## config.mk

```make
export PLATFORM = sky130hd
export DESIGN_NAME = imm_shift_alu
export DESIGN_NICKNAME = d
export VERILOG_FILES = /design/src/rtl/isa_alu_pkg.sv /design/src/rtl/imm_shift_ctl.sv /design/src/rtl/imm_shift_dp.sv /design/src/rtl/imm_shift_alu.sv
export SDC_FILE = /design/constraint.sdc
export NUM_CORES = 1
export LEC_CHECK = 0
export ABC_CLOCK_PERIOD_IN_PS = 4400
export BUFFER_PORTS_ARGS = -buffer_cell sky130_fd_sc_hd__buf_2
export CORE_MARGIN = 2
export CORE_UTILIZATION = 60
export CTS_BUF_LIST = sky130_fd_sc_hd__clkbuf_4 sky130_fd_sc_hd__clkbuf_8
export DETAILED_ROUTE_END_ITERATION = 7
export PLACE_DENSITY_LB_ADDON = 0.1
export REMOVE_ABC_BUFFERS = 1
export SLEW_MARGIN = 10
export SYNTH_ARGS = -nofsm -noshare
export SYNTH_HDL_FRONTEND = slang
export SYNTH_SLANG_ARGS = --single-unit
export TNS_END_PERCENT = 5
```

## constraint.sdc

```tcl
create_clock -name clk -period 4.4 [get_ports clk]
set_input_delay 0 -clock clk [delete_from_list [all_inputs] [get_ports clk]]
set_output_delay 0 -clock clk [all_outputs]
set_load 0.05 [all_outputs]
```

## src/rtl/isa_alu_pkg.sv

```systemverilog
package isa_alu_pkg;
  typedef enum logic [1:0] {
    OP_AND_HI = 2'b00,
    OP_AND_LO = 2'b01,
    OP_SHR    = 2'b10,
    OP_RSVD   = 2'b11
  } opSel_e;

  typedef struct packed {
    logic fire;
    logic andHigh;
    logic isShift;
    logic dynCount;
  } aluCtl_t;
endpackage

```

## src/rtl/imm_shift_ctl.sv

```systemverilog
module imm_shift_ctl
  import isa_alu_pkg::*;
#(
  parameter int IMM_W = 8
) (
  input  logic             opValid,
  input  logic [1:0]       opSel,
  input  logic [IMM_W-1:0] fieldIn,
  output aluCtl_t          ctl
);
  opSel_e op;
  assign op = opSel_e'(opSel);

  always_comb begin
    ctl = '0;
    if (opValid) begin
      case (op)
        OP_AND_HI: begin ctl.fire = 1'b1; ctl.andHigh = 1'b1; end
        OP_AND_LO: ctl.fire = 1'b1;
        OP_SHR: begin
          ctl.fire     = 1'b1;
          ctl.isShift  = 1'b1;
          ctl.dynCount = (fieldIn == '0);
        end
        default: ctl = '0;
      endcase
    end
  end
endmodule

```

## src/rtl/imm_shift_dp.sv

```systemverilog
module imm_shift_dp
  import isa_alu_pkg::*;
#(
  parameter int DATA_W  = 16,
  parameter int IMM_W   = 8,
  parameter bit REG_OUT = 1'b1
) (
  input  logic              clk,
  input  logic              rstN,
  input  aluCtl_t           ctl,
  input  logic [IMM_W-1:0]  immIn,
  input  logic [DATA_W-1:0] regA,
  input  logic [DATA_W-1:0] regB,
  output logic              resValid,
  output logic [DATA_W-1:0] resA,
  output logic              popReq,
  output logic              ccNeg,
  output logic              ccZero
);
  localparam int FILL_W = DATA_W - IMM_W;
  localparam int CNT_W  = $clog2(DATA_W);
  localparam logic [DATA_W-1:0] CNT_LIMIT = DATA_W'(DATA_W);
  localparam logic [CNT_W-1:0]  CNT_MAX   = CNT_W'(DATA_W - 1);

  logic [DATA_W-1:0] hiMask, loMask, andRes;
  logic [DATA_W-1:0] rawCnt, shSrc, shRes, nextRes;
  logic [CNT_W-1:0]  shAmt;
  logic              nextPop;

  assign hiMask = {immIn, {FILL_W{immIn[IMM_W-1]}}};
  assign loMask = {{FILL_W{immIn[IMM_W-1]}}, immIn};
  assign andRes = regA & (ctl.andHigh ? hiMask : loMask);

  assign rawCnt = ctl.dynCount ? regA : DATA_W'(immIn);
  assign shSrc  = ctl.dynCount ? regB : regA;
  assign shAmt  = (rawCnt >= CNT_LIMIT) ? CNT_MAX : rawCnt[CNT_W-1:0];
  assign shRes  = DATA_W'($signed(shSrc) >>> shAmt);

  assign nextRes = ctl.isShift ? shRes : andRes;
  assign nextPop = ctl.fire & ctl.dynCount;

  generate
    if (REG_OUT) begin : g_reg
      always_ff @(posedge clk) begin
        if (!rstN) begin
          resValid <= 1'b0;
          popReq   <= 1'b0;
          resA     <= '0;
          ccNeg    <= 1'b0;
          ccZero   <= 1'b0;
        end else begin
          resValid <= ctl.fire;
          popReq   <= nextPop;
          if (ctl.fire) begin
            resA   <= nextRes;
            ccNeg  <= nextRes[DATA_W-1];
            ccZero <= (nextRes == '0);
          end
        end
      end
    end else begin : g_comb
      assign resValid = ctl.fire;
      assign popReq   = nextPop;
      assign resA     = ctl.fire ? nextRes : regA;
      assign ccNeg    = ctl.fire & nextRes[DATA_W-1];
      assign ccZero   = ctl.fire & (nextRes == '0);
    end
  endgenerate
endmodule

```

## src/rtl/imm_shift_alu.sv

```systemverilog
module imm_shift_alu
  import isa_alu_pkg::*;
#(
  parameter int DATA_W  = 16,
  parameter int IMM_W   = 8,
  parameter bit REG_OUT = 1'b1
) (
  input  logic              clk,
  input  logic              rstN,
  input  logic              opValid,
  input  logic [1:0]        opSel,
  input  logic [IMM_W-1:0]  fieldIn,
  input  logic [DATA_W-1:0] regA,
  input  logic [DATA_W-1:0] regB,
  output logic              resValid,
  output logic [DATA_W-1:0] resA,
  output logic              popReq,
  output logic              ccNeg,
  output logic              ccZero
);
  aluCtl_t ctl;

  imm_shift_ctl #(.IMM_W(IMM_W)) ctl_i (
    .opValid(opValid), .opSel(opSel), .fieldIn(fieldIn), .ctl(ctl)
  );

  imm_shift_dp #(.DATA_W(DATA_W), .IMM_W(IMM_W), .REG_OUT(REG_OUT)) dp_i (
    .clk(clk), .rstN(rstN), .ctl(ctl), .immIn(fieldIn),
    .regA(regA), .regB(regB), .resValid(resValid), .resA(resA),
    .popReq(popReq), .ccNeg(ccNeg), .ccZero(ccZero)
  );
endmodule

```

* Yosys cells after proc, flatten, opt, wreduce, memory -nomap -nowiden
Cells that the tools add are included.
** Word-level totals
- Bits in registers :: 20
- Bits in latches :: 0
- Bits in writable memories :: 0
- Bits in read-only memories :: 0
- Output and inout bits :: 20
- Logic and storage cells :: 24
- Memories kept :: 0
** Cells by class
- $add $sub $neg :: 0
- Multipliers :: 0
- Div/mod/pow operators :: 0
- Order comparisons :: 1
- Equality and inequality tests :: 2
- Shift operators :: 1
- Muxes and demuxes :: 9
- Bitwise gates (word level) :: 2
- Reductions and logical operators :: 4
** Operators with widths (count)
- $mux W16 :: 3
- $and A16 B16 Y16 :: 1
- $ge A16 B5 Y1 const B :: 1
- $logic_not A16 Y1 :: 1
- $sshr A16 B4 Y16 :: 1
- $mux W15 :: 1
- $logic_not A8 Y1 :: 1
- $mux W4 :: 2
- $reduce_or A3 Y1 :: 1
- $eq A2 B1 Y1 const B :: 1
- $eq A2 B2 Y1 const B :: 1
- $logic_not A2 Y1 :: 1
- $mux W1 :: 2
- $mux W2 :: 1
- $and A1 B1 Y1 :: 1

* Longest topological paths before layout
Gate-level depths: netlist of run 1.
- Word-level depth :: 10
- Gate-level depth with buffers :: 13
- Mapped depth without buffers :: 10

* By module
Synthesis of run 1 repeated with hierarchy kept, for this count alone.
** Unflattened totals
- Cell total of the unflattened synthesis :: 349
- Area, all modules :: 2572.5 um^2
** Modules (own cells, without submodules)
- imm_shift_dp :: instances 1, cells an instance 343, area an instance 2529.9 um^2, sequential area each 380.4 um^2
- imm_shift_ctl :: instances 1, cells an instance 6, area an instance 42.5 um^2, sequential area each 0.0 um^2

* Least setup slack after synthesis of run 1
Ideal clock, no wire load.
- Path type :: input-to-reg
- Start point :: in fieldIn[0]
- End point :: reg dp_i.ccZero
- Library setup time :: 0.115 ns
- Arrival time :: 2.478 ns
- Data required time :: 4.285 ns
- Path slack :: 1.807 ns
- Stages on the path :: 12
- Path buffers :: 2
- Cell sequence :: buf_6 > nor4_4 > nand4_4 > o32a_1 > buf_6 > nor2_8 > mux2_2 > mux2i_1 > mux2i_1 > o211ai_1 > nor4_1 > a31o_1
** Between the ends
- Longest elaborated chain between the ends :: 9
- Elaborated cells on any way between the ends :: 12
- Those cells by class :: order compare: 1; shift: 1; mux: 7; bitwise: 1; reduce/logical: 2
** RTL lines
- from (decl) :: RTL line imm_shift_alu.sv:12 : input logic [IMM_W-1:0] fieldIn,
- $logic_not A8 Y1 :: RTL line imm_shift_ctl.sv:23 : ctl.dynCount = (fieldIn == '0);
- $mux W2 :: RTL line imm_shift_ctl.sv:17 : case (op)
- $mux W4 :: RTL line imm_shift_ctl.sv:16 : if (opValid) begin
- $mux W16 :: RTL line imm_shift_dp.sv:34 : assign rawCnt = ctl.dynCount ? regA : DATA_W'(immIn);
- $ge A16 B5 Y1 :: RTL line imm_shift_dp.sv:36 : assign shAmt = (rawCnt >= CNT_LIMIT) ? CNT_MAX : rawCnt[CNT_W-1:0];
- $mux W4 :: RTL line imm_shift_dp.sv:36
- $sshr A16 B4 Y16 :: RTL line imm_shift_dp.sv:37 : assign shRes = DATA_W'($signed(shSrc) >>> shAmt);
- $mux W16 (*) :: RTL line imm_shift_dp.sv:39 : assign nextRes = ctl.isShift ? shRes : andRes;
- $logic_not A16 Y1 (*) :: RTL line imm_shift_dp.sv:57 : ccZero <= (nextRes == '0);
- to (signal assigned) :: RTL line imm_shift_dp.sv:57
- to (decl) :: RTL line imm_shift_dp.sv:18 : output logic ccZero
Every way passes the cells marked *; elsewhere a longest branch is shown, timed or not.
A chain may end at the register's enable or synchronous reset.

* Worst setup path after layout of run 1
- Start point :: in fieldIn[3]
- End point :: reg dp_i.ccZero
The elaborated chain is that of the path after synthesis.

==> flow_metrics.env, run 1 <==
export IMPL_status="completed"
export IMPL_netlist_area_sq_um=2437
export IMPL_synthArstFlopShare_pct=0
export IMPL_yosysTopAreaCell="dfxtp_1"
export IMPL_synth_top_area_share_pct=15.61
export IMPL_ff_latch_area_sq_um=380.4
export IMPL_setup_viol=0
export IMPL_dpl_hpwl_um=6630
export IMPL_stdcell_count=428
export IMPL_yosys_area_share_simple_pct=31.21
export IMPL_max_cap_violations=0
export IMPL_critical_path_arrival_ns=3.48
export IMPL_grt_pass1_wl_um=12860
export IMPL_htree_num_levels=1
export IMPL_totalNegativeSetupSlack_ns=0
export IMPL_worst_slack_ns=1.079
export IMPL_post_place_ws_ns=0.8573
export IMPL_synth_yosys_warnings=0
export IMPL_critPathLaunchType="input pin"
export IMPL_antenna_found_initial=0
export IMPL_timing_rr_end="dp_i.resA[6]"
export IMPL_fp_coreArea_sq_um=3943
export IMPL_ys_seq_area_share_pct=15.61
export IMPL_post_drt_via_cell_ratio=6.974
export IMPL_start_util_pct=61.82
export IMPL_drtIter0Drc=406
export IMPL_ff2ff_setup_slack_ns=3.60
export IMPL_synth_main_ff_cell="dfxtp_1"
export IMPL_startpoint="fieldIn[3]"
export IMPL_fin_skew_ns=0
export IMPL_clk_latency_ns=0.25
export IMPL_antenna_cells=0
export IMPL_die_x_um=67.74
export IMPL_path_clk_slew_ns=0.08
export IMPL_p_leak_nw=1.142
export IMPL_syn_inst=331
export IMPL_clock_sinks=19
export IMPL_ios=65
export IMPL_synth_top_family_by_area="compound AO/OA/AOI/OAI gates"
export IMPL_yosys_mux_area_fraction_pct=7.033
export IMPL_slew_violations=0
export IMPL_cts_buffers=3
export IMPL_port_buffers=64
export IMPL_final_area_sq_um=2701
export IMPL_crit_required_ns=4.56
export IMPL_multiInputGateArea_sq_um=1839
export IMPL_synthToLayoutAreaGrowth_pct=10.83
export IMPL_grt_setup_unrepaired="no"
export IMPL_wl_per_cell_um=20.16
export IMPL_finalCritPeriodShare_pct=75.49
export IMPL_synth_compound_area_share_pct=37.22
export IMPL_grt_pass1_vias=2536
export IMPL_synth_fa_ha_area_share_pct=0
export IMPL_grt_overflow_total=0
export IMPL_end_kind="register"
export IMPL_fmax_ghz=0.3011
export IMPL_synthTopCellsByArea="dfxtp_1 16%, nor2_1 5.7%, nand2_1 5.1%, a21oi_1 4.9%, mux2i_1 4.1%"
export IMPL_synth_avg_cell_area_sq_um=7.364
export IMPL_cts_resized=0
export IMPL_fp_dieH_um=67.74
export IMPL_synth_distinct_cells=75
export IMPL_ant_nets=0
export IMPL_fin_nets=424
export IMPL_fp_row_count=23
export IMPL_dr_total_vias=2985
export IMPL_powerDensity_nw_per_um2=196.1
export IMPL_reg2reg_depth=2
export IMPL_wirelength_um=8627
export IMPL_drive_gt1_share_pct=28.57
export IMPL_postCtsSetupBuffers=0
export IMPL_worst_ir_drop_vdd_mv=0.2466
export IMPL_die_area_sq_um=4588
export IMPL_crit_end="dp_i.ccZero"
export IMPL_dr_pass1_iters=6
export IMPL_synth_edf_count=0
export IMPL_finalHoldViolations=0
export IMPL_root_buffer="clkbuf_8"
export IMPL_synth_ff_latch_count=19
export IMPL_grt_max_degree=24
export IMPL_dp_cells=424
export IMPL_dpl_cell_area_sq_um=2655
export IMPL_fin_crit_ns=3.321
export IMPL_drc=0
export IMPL_crit_fanout=13
export IMPL_grt_use_total_pct=37.44
export IMPL_reg2reg_from="dp_i.resA[6]"
export IMPL_hold_class="input pin to register"
export IMPL_synth_xor_area_share_pct=0
export IMPL_worstSetupPathType="input pin to register"
export IMPL_hold_buffers=0
export IMPL_fillers=357
export IMPL_worst_pin_slew_ns=0.9626
export IMPL_clk_path_buf_depth=2
export IMPL_cts_tree="built"
export IMPL_globalplace_congestion=1.047
export IMPL_slew_headroom_pct=35.83
==> through the flow <==
step	power (W)	hold WS [ns]	utilization (%)
2_1_floorplan	0.0003286	0.1334	-
3_3_place_gp	0.0004052	0.2851	67.34
3_5_place_dp	0.0004056	0.2878	67.34
4_1_cts	0.0005242	0.01177	68.52
5_1_grt	0.0005511	0.01802	68.52
6_report	0.0005297	0.01453	68.52
==> state kept, by name, indices dropped and copies added (netlist names) <==
signal / count
dp_i.resA: 15
dp_i.ccZero: 1
dp_i.popReq: 1
dp_i.ccNeg: 1
dp_i.resValid: 1
==> how the worst min path moves through the flow <==
stage / from / endpoint / slack (ns) / depth (start not counted)
final: rstN / dp_i.resA[3] / 0.01 / 2
after global routing: rstN / dp_i.resA[3] / 0.02 / 2
after CTS: rstN / dp_i.resA[3] / 0.01 / 2
after detailed placement: rstN / dp_i.resA[3] / 0.29 / 2
after global placement: rstN / dp_i.resA[3] / 0.29 / 2
after floorplan: rstN / dp_i.resA[3] / 0.13 / 1
==> layer usage <==
layer	track usage, %	wire [um]	vias to the layer above
met2	57.11	3730	244
met5	0	0	-
met3	9.333	1152	30
met1	51.15	3483	1339
met4	12.24	261	0
li1	-	-	1372
==> synth_stat cells, drive strengths merged (5+ instances only) <==
| cell | instances |
|---|---|
| nor2 | 39 |
| nand2 | 37 |
| o21ai | 26 |
| a21oi | 24 |
| dfxtp | 19 |
| nand3 | 15 |
| a211oi | 13 |
| buf | 12 |
| nor3 | 12 |
| clkbuf | 11 |
| inv | 10 |
| mux2i | 10 |
| and2 | 9 |
| nor4 | 9 |
| a31oi | 8 |
| mux2 | 6 |
| a31o | 5 |
| nand4 | 5 |
==> worst max-delay path: stages <==
cell and delay (ns):
buf_2 0.13, or4_1 0.68, nor3_4 0.61, o32a_1 0.62, nor2_8 0.08, mux2_2 0.33, mux2i_1 0.19, mux2i_1 0.13
o211ai_1 0.33, nor4_1 0.12, a31o_1 0.24
==> report_power, final <==
| part | leakage, nW | internal [W] | switching [W] |
|---|---|---|---|
| Clock | 0.0255 | 0.0000630 | 0.0000576 |
| Sequential | 0.156 | 0.000183 | 0.00000518 |
| Combinational | 0.960 | 0.0000679 | 0.000153 |
==> cell families after synthesis <==
group / Yosys count
compound gates: 124
buf+inv: 33
flops: 19
mux: 16
simple gates: 139
==> layout by cell type (no fill, tap or decap), types with 6 or more instances in the layout <==
cell	instances
buf_2	64
nor2_1	37
nand2_1	33
a21oi_1	24
dfxtp_1	19
o21ai_0	16
nand3_1	15
a211oi_1	13
inv_1	10
mux2i_1	10
nor3_1	9
o21ai_1	8
a31oi_1	8
and2_1	7
nor4_1	6
==> final cells by class <==
| type | count | share of cell area (%) |
|---|---|---|
| tap | 50 | 2.316 |
| sequential | 19 | 14.08 |
| clock inverter | 1 | 0.1853 |
| inverter | 10 | 1.390 |
| clock buffer | 3 | 1.528 |
| timing repair buffer | 66 | 12.41 |
| multi-input combinational | 279 | 68.09 |
Power figures use the tool's default switching activity.
==> inputs of run 2 (changes only) <==
ABC_CLOCK_PERIOD_IN_PS = 2900   (was 4400)
CORE_UTILIZATION = 50   (was 60)
clock period = 2.9 ns   (was 4.4 ns; I/O delays follow)
==> flow_metrics.env, run 2 (synthesized netlist as in run 1, its figures left out) <==
export IMPL_finalCritPeriodShare_pct=95.90
export IMPL_max_cap_violations=0
export IMPL_reg2reg_from="dp_i.resA[9]"
export IMPL_port_buffers=64
export IMPL_end_kind="register"
export IMPL_worst_pin_slew_ns=0.7613
export IMPL_wirelength_um=9392
export IMPL_cp_cell_sequence="buf_2 -> or4_4 -> nor3_4 -> o32a_1 -> buf_4 -> nor2_8 -> buf_4 -> a211oi_1 -> a31o_1 -> mux2i_1 -> o211ai_1 -> nor4_1 -> a31o_1"
export IMPL_fp_row_count=25
export IMPL_start_util_pct=51.60
export IMPL_dpl_hpwl_um=7486
export IMPL_grt_max_degree=24
export IMPL_layout_commonest_cell="buf_2"
export IMPL_crit_buf_inv=3
export IMPL_slew_headroom_pct=49.25
export IMPL_layout_common_cells="64 x buf_2, 48 x buf_4, 37 x nor2_1"
export IMPL_timing_rr_end="dp_i.resA[9]"
export IMPL_finalHoldViolations=0
export IMPL_die_x_um=73.82
export IMPL_ff2ff_setup_slack_ns=2.14
export IMPL_hold_buffers=0
export IMPL_crit_required_ns=3.04
export IMPL_fin_skew_ns=0
export IMPL_clock_sinks=19
export IMPL_antenna_found_initial=0
export IMPL_fp_coreArea_sq_um=4723
export IMPL_worst_path_largest_cell_delay_ns=0.58
export IMPL_final_util_pct=65.70
export IMPL_fin_nets=471
export IMPL_holdPathStages=2
export IMPL_globalplace_congestion=0.9892
export IMPL_dpl_cell_area_sq_um=3042
export IMPL_wl_met3_um=1094
export IMPL_min_delay_start="rstN"
export IMPL_die_area_sq_um=5449
export IMPL_slew_violations=0
export IMPL_dp_cells=488
export IMPL_largest_reg_flops=15
export IMPL_reg2reg_depth=2
export IMPL_cp_slowest_cell="or4_4"
export IMPL_antenna_cells=0
export IMPL_cts_buffers=3
export IMPL_critPathLaunchType="input pin"
export IMPL_setup_viol=0
export IMPL_powerDensity_nw_per_um2=270.5
export IMPL_crit_fanout=5
export IMPL_critical_path_arrival_ns=2.93
export IMPL_worst_ir_drop_vdd_mv=0.3021
export IMPL_fmax_ghz=0.3596
export IMPL_grt_overflow_total=0
export IMPL_met1Wirelength_um=3869
export IMPL_status="completed"
export IMPL_clk_path_buf_depth=2
export IMPL_grt_pass1_wl_um=14350
export IMPL_whs_endpoint="dp_i.resA[3]"
export IMPL_drtIter0Drc=243
export IMPL_grt_pass1_vias=2863
export IMPL_path_clk_slew_ns=0.07
export IMPL_fp_dieH_um=73.82
export IMPL_drive_gt1_share_pct=36.71
export IMPL_cts_tree="built"
export IMPL_top_layer="met4"
export IMPL_final_area_sq_um=3103
export IMPL_fin_crit_ns=2.781
export IMPL_root_buffer="clkbuf_8"
export IMPL_synthToLayoutAreaGrowth_pct=27.31
export IMPL_worstSetupPathType="input pin to register"
export IMPL_wl_per_cell_um=19.09
export IMPL_p_leak_nw=1.377
export IMPL_grt_use_total_pct=34.58
export IMPL_path_delay_family="compound AO/OA/AOI/OAI gates"
export IMPL_post_drt_via_cell_ratio=6.370
export IMPL_ios=65
export IMPL_hold_class="input pin to register"
export IMPL_top_register="dp_i.resA"
export IMPL_drc=0
export IMPL_dr_pass1_iters=5
export IMPL_htree_num_levels=1
export IMPL_clk_latency_ns=0.26
export IMPL_holdWs_ns=0.01920
export IMPL_stdcell_count=492
export IMPL_dr_total_vias=3134
export IMPL_ant_nets=0
export IMPL_p_total_w=0.0008395
export IMPL_wl_met2_um=4089
## run 2: cell count changes in the layout (fill, tap and decap cells not counted), sizes merged
cell  before  now
buf       66  113
## run 2: per-stage QoR
stage | setup WS (ns) | TNS, ns
detailed placement | -0.05027 | -0.05027
floorplan | -0.02951 | -0.02951
finish | 0.1190 | 0
global placement | -0.0004452 | -0.0004452
global route | -0.01658 | -0.03048
CTS | 0.2131 | 0
## run 2: what timing repair did
action	4_1_cts	5_1_grt
resized for setup	0	2
endpoints found under the setup margin	0	1
buffers inserted	0	0
## run 2: per-layer routing
layer | track usage, % | up-vias
met4 | 11.11 | 0
met5 | 0 | -
met2 | 54.17 | 236
met3 | 7.407 | 34
li1 | - | 1453
met1 | 47.03 | 1411
## run 2: where the power goes
part           total (W)  internal (W)  switching, W
Combinational   0.000372      0.000131      0.000241
Sequential      0.000284      0.000277    0.00000735
Clock           0.000183     0.0000955     0.0000873
## run 2: cell type report
type	instances	area (sq um)
Fill cell	432	1620
Clock inverter	1	5.005
Tap cell	67	83.83
Clock buffer	3	41.29
Inverter	10	37.54
Sequential cell	19	380.4
Timing Repair Buffer	113	700.7
Multi-Input combinational cell	279	1854
## run 2: how the worst max path moves through the flow
| stage | startpoint | end | slack [ns] | cells after the start |
|---|---|---|---|---|
| floorplan | fieldIn[3] | dp_i.ccZero | -0.03 | 10 |
| global placement | fieldIn[3] | dp_i.ccZero | -0.0004 | 12 |
| detailed placement | fieldIn[3] | dp_i.ccZero | -0.05 | 12 |
| CTS | fieldIn[3] | dp_i.ccZero | 0.21 | 12 |
| global route | fieldIn[3] | dp_i.resA[8] | -0.02 | 13 |
| finish | fieldIn[0] | dp_i.ccZero | 0.12 | 13 |
